==> src/rtl/rirq_pkg.sv <==
package rirq_pkg;

  typedef enum logic [2:0] {
    SRC_NONE,
    SRC_NMI,
    SRC_HI,
    SRC_MID,
    SRC_LO,
    SRC_GEN
  } irq_src_e;

  localparam int OPC_W = 8;

  // Fixed vectors are (rank * 8) + 4 with ranks 4..7.
  function automatic logic [7:0] fixed_vector(irq_src_e s);
    logic [2:0] rank;
    case (s)
      SRC_NMI: rank = 3'd4;
      SRC_LO:  rank = 3'd5;
      SRC_MID: rank = 3'd6;
      SRC_HI:  rank = 3'd7;
      default: rank = 3'd0;
    endcase
    return {2'b00, rank, 3'b100};
  endfunction

  function automatic logic is_restart(logic [OPC_W-1:0] op);
    return (op[7:6] == 2'b11) && (op[2:0] == 3'b111);
  endfunction

  function automatic logic [7:0] restart_vector(logic [OPC_W-1:0] op);
    return {2'b00, op[5:3], 3'b000};
  endfunction

endpackage

==> src/rtl/rirq_nmi_qual.sv <==
module rirq_nmi_qual (
  input  logic clk,
  input  logic rst_n,
  input  logic nmi_in,
  input  logic nmi_taken,
  output logic nmi_req
);
  logic nmi_prev, nmi_armed;

  always_ff @(posedge clk or negedge rst_n) begin
    if (!rst_n) begin
      nmi_prev  <= 1'b0;
      nmi_armed <= 1'b0;
    end else begin
      nmi_prev <= nmi_in;
      if (!nmi_in || nmi_taken) nmi_armed <= 1'b0;
      else if (!nmi_prev)       nmi_armed <= 1'b1;
    end
  end

  assign nmi_req = nmi_armed & nmi_in;

  // a valid request implies the line was already high one edge earlier
  a_r4_nmi_sustained: assert property (@(posedge clk) disable iff (!rst_n)
    nmi_req |-> $past(nmi_in));

endmodule

==> src/rtl/rirq_src_gate.sv <==
module rirq_src_gate #(
  parameter int N_LVL = 2
) (
  input  logic       clk,
  input  logic       rst_n,
  input  logic       req_hi_in,
  input  logic [N_LVL-1:0] lvl_in,   // [1] middle, [0] low
  input  logic       gen_req_in,
  input  logic       msk_wr,
  input  logic [2:0] msk_bits,
  input  logic       msk_apply,
  input  logic       hi_latch_clr,
  input  logic       hi_taken,
  input  logic       enabled,
  output logic       hi_req,
  output logic [N_LVL-1:0] lvl_req,
  output logic       gen_req
);
  localparam int N_MSK = N_LVL + 1;

  logic [N_MSK-1:0] mask_q;
  logic hi_prev, hi_lat;
  logic mask_load, lat_clear, hi_rise;

  assign mask_load = msk_wr & msk_apply;
  assign lat_clear = hi_taken | (msk_wr & hi_latch_clr);
  assign hi_rise   = req_hi_in & ~hi_prev;

  always_ff @(posedge clk or negedge rst_n) begin
    if (!rst_n) begin
      mask_q  <= '1;
      hi_prev <= 1'b0;
      hi_lat  <= 1'b0;
    end else begin
      if (mask_load) mask_q <= msk_bits[N_MSK-1:0];
      hi_prev <= req_hi_in;
      if (hi_rise)        hi_lat <= 1'b1;
      else if (lat_clear) hi_lat <= 1'b0;
    end
  end

  for (genvar i = 0; i < N_LVL; i++) begin : g_lvl
    assign lvl_req[i] = lvl_in[i] & ~mask_q[i] & enabled;
  end

  assign hi_req  = hi_lat & ~mask_q[N_MSK-1] & enabled;
  assign gen_req = gen_req_in & enabled;

  // masks change only on an apply command
  a_r5_mask_hold: assert property (@(posedge clk) disable iff (!rst_n)
    !mask_load |=> $stable(mask_q));
  // latch survives until taken or cleared
  a_r6_latch_keep: assert property (@(posedge clk) disable iff (!rst_n)
    (hi_lat && !hi_taken && !(msk_wr && hi_latch_clr)) |=> hi_lat);
  // nothing maskable passes while disabled
  a_r7_gate_off: assert property (@(posedge clk) disable iff (!rst_n)
    !enabled |-> !(hi_req || gen_req || (lvl_req != '0)));

endmodule

==> src/rtl/rirq_arbiter.sv <==
module rirq_arbiter
  import rirq_pkg::*;
(
  input  logic             clk,
  input  logic             rst_n,
  input  logic             boundary,
  input  logic             nmi_req,
  input  logic             hi_req,
  input  logic             mid_req,
  input  logic             lo_req,
  input  logic             gen_req,
  input  logic             en_set,
  input  logic             en_clr,
  input  logic [OPC_W-1:0] ack_opcode,
  output logic             take_irq,
  output logic [7:0]       vec8,
  output logic             ack_cycle,
  output logic             enabled,
  output logic             nmi_taken,
  output logic             hi_taken
);
  typedef enum logic {ST_IDLE, ST_ACK} st_e;

  st_e      state;
  irq_src_e winner;
  logic     accept;

  always_comb begin
    if      (nmi_req) winner = SRC_NMI;
    else if (hi_req)  winner = SRC_HI;
    else if (mid_req) winner = SRC_MID;
    else if (lo_req)  winner = SRC_LO;
    else if (gen_req) winner = SRC_GEN;
    else              winner = SRC_NONE;
  end

  assign accept    = boundary && (state == ST_IDLE) && (winner != SRC_NONE);
  assign nmi_taken = accept && (winner == SRC_NMI);
  assign hi_taken  = accept && (winner == SRC_HI);

  always_ff @(posedge clk or negedge rst_n) begin
    if (!rst_n) begin
      state     <= ST_IDLE;
      take_irq  <= 1'b0;
      ack_cycle <= 1'b0;
      vec8      <= '0;
      enabled   <= 1'b0;
    end else begin
      take_irq  <= 1'b0;
      ack_cycle <= 1'b0;
      case (state)
        ST_IDLE: if (accept) begin
          if (winner == SRC_GEN) begin
            ack_cycle <= 1'b1;
            state     <= ST_ACK;
          end else begin
            take_irq <= 1'b1;
            vec8     <= fixed_vector(winner);
          end
        end
        ST_ACK: begin
          state <= ST_IDLE;
          if (is_restart(ack_opcode)) begin
            take_irq <= 1'b1;
            vec8     <= restart_vector(ack_opcode);
          end
        end
        default: state <= ST_IDLE;
      endcase
      if (accept)      enabled <= 1'b0;
      else if (en_clr) enabled <= 1'b0;
      else if (en_set) enabled <= 1'b1;
    end
  end

  // acknowledge lasts a single cycle
  a_r8_ack_single: assert property (@(posedge clk) disable iff (!rst_n)
    ack_cycle |=> !ack_cycle);
  // opcode-derived vectors are multiples of eight
  a_r8_restart_align: assert property (@(posedge clk) disable iff (!rst_n)
    (take_irq && $past(ack_cycle)) |-> (vec8[2:0] == 3'b000));
  // fixed vectors end in 100b and lie in 24h..3Ch
  a_r3_fixed_form: assert property (@(posedge clk) disable iff (!rst_n)
    (take_irq && !$past(ack_cycle)) |-> (vec8[2:0] == 3'b100 && vec8[5] && !vec8[7]));
  // every take has a cause
  a_r9_take_cause: assert property (@(posedge clk) disable iff (!rst_n)
    take_irq |-> ($past(boundary) || $past(ack_cycle)));
  // acceptance leaves the enable off
  a_r7_accept_off: assert property (@(posedge clk) disable iff (!rst_n)
    (ack_cycle || (take_irq && !$past(ack_cycle))) |-> !enabled);

endmodule

==> src/rtl/restart_irq_unit.sv <==
module restart_irq_unit #(
  parameter int ADDR_W = 16
) (
  input  logic              clk,
  input  logic              rst_n,
  input  logic              nmi_in,
  input  logic              req_hi_in,
  input  logic              req_mid_in,
  input  logic              req_lo_in,
  input  logic              gen_req_in,
  input  logic              en_set,
  input  logic              en_clr,
  input  logic              msk_wr,
  input  logic [2:0]        msk_bits,
  input  logic              msk_apply,
  input  logic              hi_latch_clr,
  input  logic              boundary,
  input  logic [7:0]        ack_opcode,
  output logic              take_irq,
  output logic [ADDR_W-1:0] vec_addr,
  output logic              ack_cycle,
  output logic              irq_enabled
);
  localparam int PAD_W = ADDR_W - 8;

  logic       nmi_req, nmi_taken, hi_taken;
  logic       hi_req, gen_req;
  logic [1:0] lvl_req;
  logic [7:0] vec8;

  rirq_nmi_qual u_nmi (
    .clk(clk), .rst_n(rst_n), .nmi_in(nmi_in),
    .nmi_taken(nmi_taken), .nmi_req(nmi_req)
  );

  rirq_src_gate #(.N_LVL(2)) u_gate (
    .clk(clk), .rst_n(rst_n), .req_hi_in(req_hi_in),
    .lvl_in({req_mid_in, req_lo_in}), .gen_req_in(gen_req_in),
    .msk_wr(msk_wr), .msk_bits(msk_bits), .msk_apply(msk_apply),
    .hi_latch_clr(hi_latch_clr), .hi_taken(hi_taken), .enabled(irq_enabled),
    .hi_req(hi_req), .lvl_req(lvl_req), .gen_req(gen_req)
  );

  rirq_arbiter u_arb (
    .clk(clk), .rst_n(rst_n), .boundary(boundary),
    .nmi_req(nmi_req), .hi_req(hi_req), .mid_req(lvl_req[1]),
    .lo_req(lvl_req[0]), .gen_req(gen_req),
    .en_set(en_set), .en_clr(en_clr), .ack_opcode(ack_opcode),
    .take_irq(take_irq), .vec8(vec8), .ack_cycle(ack_cycle),
    .enabled(irq_enabled), .nmi_taken(nmi_taken), .hi_taken(hi_taken)
  );

  assign vec_addr = {{PAD_W{1'b0}}, vec8};

  // the non-maskable vector is only produced after the line was high
  a_r4_nmi_vector: assert property (@(posedge clk) disable iff (!rst_n)
    (take_irq && vec_addr == ADDR_W'(8'h24)) |-> $past(nmi_in, 2));
  // take and acknowledge never coincide
  a_r2_exclusive: assert property (@(posedge clk) disable iff (!rst_n)
    $onehot0({take_irq, ack_cycle}));

endmodule

==> config.mk <==
export PLATFORM = sky130hd
export DESIGN_NAME = restart_irq_unit
export DESIGN_NICKNAME = d
export VERILOG_FILES = /design/src/rtl/rirq_pkg.sv /design/src/rtl/rirq_nmi_qual.sv /design/src/rtl/rirq_src_gate.sv /design/src/rtl/rirq_arbiter.sv /design/src/rtl/restart_irq_unit.sv
export SDC_FILE = /design/constraint.sdc
export NUM_CORES = 1
export LEC_CHECK = 0
export BUFFER_PORTS_ARGS = -buffer_cell sky130_fd_sc_hd__clkbuf_2
export CAP_MARGIN = 10
export CORE_UTILIZATION = 46
export CTS_CLUSTER_DIAMETER = 40
export DETAILED_ROUTE_END_ITERATION = 7
export PLACE_DENSITY = 0.88
export SETUP_SLACK_MARGIN = 0.05
export SLEW_MARGIN = 25
export SYNTH_ARGS = -nofsm -noshare
export SYNTH_HDL_FRONTEND = slang
export SYNTH_HIERARCHICAL = 1
export SYNTH_SLANG_ARGS = --single-unit
export TNS_END_PERCENT = 10
==> constraint.sdc <==
create_clock -name clk -period 3.3 [get_ports clk]
set_input_delay 0.495 -clock clk [delete_from_list [all_inputs] [get_ports clk]]
set_output_delay 0.495 -clock clk [all_outputs]
set_load 0.005 [all_outputs]
==> impl_results.md <==
* CP max FO at 5
* WS Path Type: flop to flop
* Clock share of power at 0.244
* Area of the multi-input gates at 368 um^2
* Syn_area_per_cell at between 10 and 15 um^2
* Drt wl/cell at ~12 um
* Fmax at 562 MHz
* RePlAce Congestion at approximately 0.73
* Failing checks: design-rule violations
* DR vias/cell at ~5.0
* CP max-delay cell: dfstp_2
* Die Area at approximately 1900 um^2
* CTS Buf Count at 3
* 1st-pass router iterations at 6
* CTS tree: yes
* Site Rows at 14
* Final Util at 0.596
* Internal power at approximately 0.00029 W
* Final Critical Period at approximately 1.8 ns
* Worst Skew at 0.00687 ns
* Peak VDD IR at slightly above 0.0002 V
* Core area at 1560 um^2
* Ys Warns at 6
* Antenna violations before repair at 0
* DRC viols at 6
* Grt ovf at 0
* Post-Syn Instances at between 70 and 80
* Place WS at 1.50 ns
* Die Width at between 40 and 50 um
* RR Endpoint: u_arb/vec8[4]$_DFFE_PN0P_
* N_diodes at 0
* CTS Hold Bufs at 0
* Share of layout cells above drive strength 1 at 0.443
* CP endpoint kind: flop
* WP data arrival at approximately 1.9 ns
* DIE HEIGHT at about 43 um
* Leak at between 0.4 and 0.5 nW
* Final worst-path cycle share at 0.540
* Worst r2r src: u_gate/mask_q[2]$_DFFE_PN1P_
* Sw Share at 0.258
* Initial Util at 0.504
* Reg2reg setup slack at between 1.5 and 2 ns
* Largest net degree at the start of global routing at 15
* Worst path max stage delay at 0.53 ns
* Count of clock tree sinks at 14
* Worst r2r path cells at 4
* Slew Limit Fails at 0
* PortBufs at 30
* Status: finished, violations left
* Vias post-DR at around 600
* Hold Vio Cnt, Final at 0
* Clk slew on worst S/H paths at 0.08 ns
* Setup Buffers After CTS at 0
* Final #Nets at about 130
* Unique masters post-synth at 29
* Final setup viols at 0
* Worst-skew pair later-pin latency at approximately 0.28 ns
* Fin area at between 900 and 1000 um^2
* Area growth, synth to finish at 18.3%
* Post-detail-place hpwl at ~1200 um
* Setup TNS at 0 ns
* Sequential fraction of the synthesis area at 0.451
* PD cells at between 400 and 500 nW/um^2
* Final WS setup at about 1.5 ns
* Sequential cell area at between 300 and 400 um^2
* Min-delay worst type: input pin to asynchronous set/reset pin
* CP required at roughly 3.5 ns
* Share of power burned in registers at 0.527
* FILL cells at 139
* Number of global-route vias before repair at approximately 600
* EDFF count, synth at 0
* Number of max-cap violations at 0
* Syn Std Cell Area at roughly 790 um^2
* Most used flip-flop cell after synthesis: dfrtp_1
* CP Launch Type: flop
* First-pass GRT wire length at between 2000 and 2500 um
* H-tree levels at 1
* CTS root buffer: clkbuf_4
* Placed Area at 903 um^2
* Violation count after the first detailed-route iteration at 12
* RSZ-0062 raised after global routing: false
* Post-CTS sizing at 0
* Worst-path cell chain: and3b_1, nor4_4, o22ai_2, mux2_4
* Comb power frac at 0.228
* Antenna-violating nets left at 0
* Routed wire length at ~1400 um
* CTS Buffer Depth at 2
* #FFs+latches synth at 14
* Ys async rst share at 1.00
* Total track usage at 0.184
* NetSw at between 0.0001 and 0.00015 W
* IO Pins at between 40 and 50
stage by stage:
step	hold slack, ns	instances	total power [W]
final	0.0988	122	0.000393
after CTS	0.105	122	0.000398
after global placement	0.405	118	0.000296
after global routing	0.0995	122	0.000423
after detailed placement	0.413	118	0.000300
after floorplan	0.199	84	0.000272
final cells by class:
class / instances / area share
clock buffer: 4 / 0.0283
inverter: 3 / 0.0121
multi-input combinational: 55 / 0.396
sequential: 14 / 0.381
tap: 16 / 0.0215
timing repair buffer: 30 / 0.162
flip-flops by register name (all words and copies together) (netlist names):
signal           count
u_arb/vec8           4
u_gate/mask_q        3
u_arb/ack_cycle      1
u_arb/enabled        1
u_arb/take_irq       1
u_gate/hi_lat        1
u_gate/hi_prev       1
u_nmi/nmi_armed      1
u_nmi/nmi_prev       1
logic make-up after synthesis:
kind of cell,Yosys count,synth area share
and+or+nand+nor,30,0.237
buffers and inverters,15,0.129
DFF,14,0.451
AOI/OAI and AO/OA,9,0.0971
muxes,4,0.0764
other,2,0.00956
layer usage:
metal,vias up,GRT usage,wire length [um]
met3,2,0.0792,112
met2,31,0.327,789
met1,284,0.172,514
met5,-,0,0
li1,287,-,-
met4,0,0.113,17
synthesized netlist by cell type (2+ instances only):
cell	count	share of area
nor2b_1	3	0.024
nand2b_1	2	0.016
conb_1	2	0.0096
nand2_1	7	0.033
dfrtp_1	11	0.35
nor2_1	6	0.029
mux2_4	4	0.076
buf_4	12	0.11
and2_1	3	0.024
dfstp_2	3	0.10
inv_1	3	0.014
power groups by stage:
stage               sequential, W  combinational [W]  clock (W)
finish                   0.000207          0.0000896  0.0000959
CTS                      0.000208          0.0000899   0.000101
floorplan                0.000209          0.0000627          0
detailed placement       0.000210          0.0000894          0
global route             0.000210           0.000100   0.000112
global placement         0.000209          0.0000864          0
cell usage in the layout, fill, tap and decap left out, types with 3 or more instances in the layout:
| cell type | instances |
|---|---|
| and2_1 | 3 |
| clkbuf_2 | 30 |
| clkbuf_4 | 3 |
| conb_1 | 12 |
| dfrtp_1 | 11 |
| dfstp_2 | 3 |
| inv_1 | 3 |
| mux2_4 | 4 |
| nand2_1 | 7 |
| nor2_1 | 6 |
| nor2b_1 | 3 |
critical path: cells and delay by family, from the launching register on:
kind,cells,cell delay [ns]
AO/OA/AOI/OAI,1,0.16
multiplexers,1,0.31
AND/OR/NAND/NOR,2,0.66
flip-flops,1,0.53
how the worst max path moves through the flow:
stage | startpoint | to | slack (ns) | cells past startpoint
after floorplan | u_gate/mask_q[2]$_DFFE_PN1P_ | u_arb/vec8[4]$_DFFE_PN0P_ | 1.67 | 4
after global placement | nmi_in | u_arb/vec8[4]$_DFFE_PN0P_ | 1.56 | 5
after detailed placement | nmi_in | u_arb/vec8[4]$_DFFE_PN0P_ | 1.50 | 5
after CTS | u_gate/mask_q[2]$_DFFE_PN1P_ | u_arb/vec8[4]$_DFFE_PN0P_ | 1.52 | 4
after global routing | u_gate/mask_q[2]$_DFFE_PN1P_ | u_arb/vec8[4]$_DFFE_PN0P_ | 1.44 | 4
final | u_gate/mask_q[2]$_DFFE_PN1P_ | u_arb/vec8[4]$_DFFE_PN0P_ | 1.52 | 4
No activity file was read; power rests on OpenSTA's default activity.
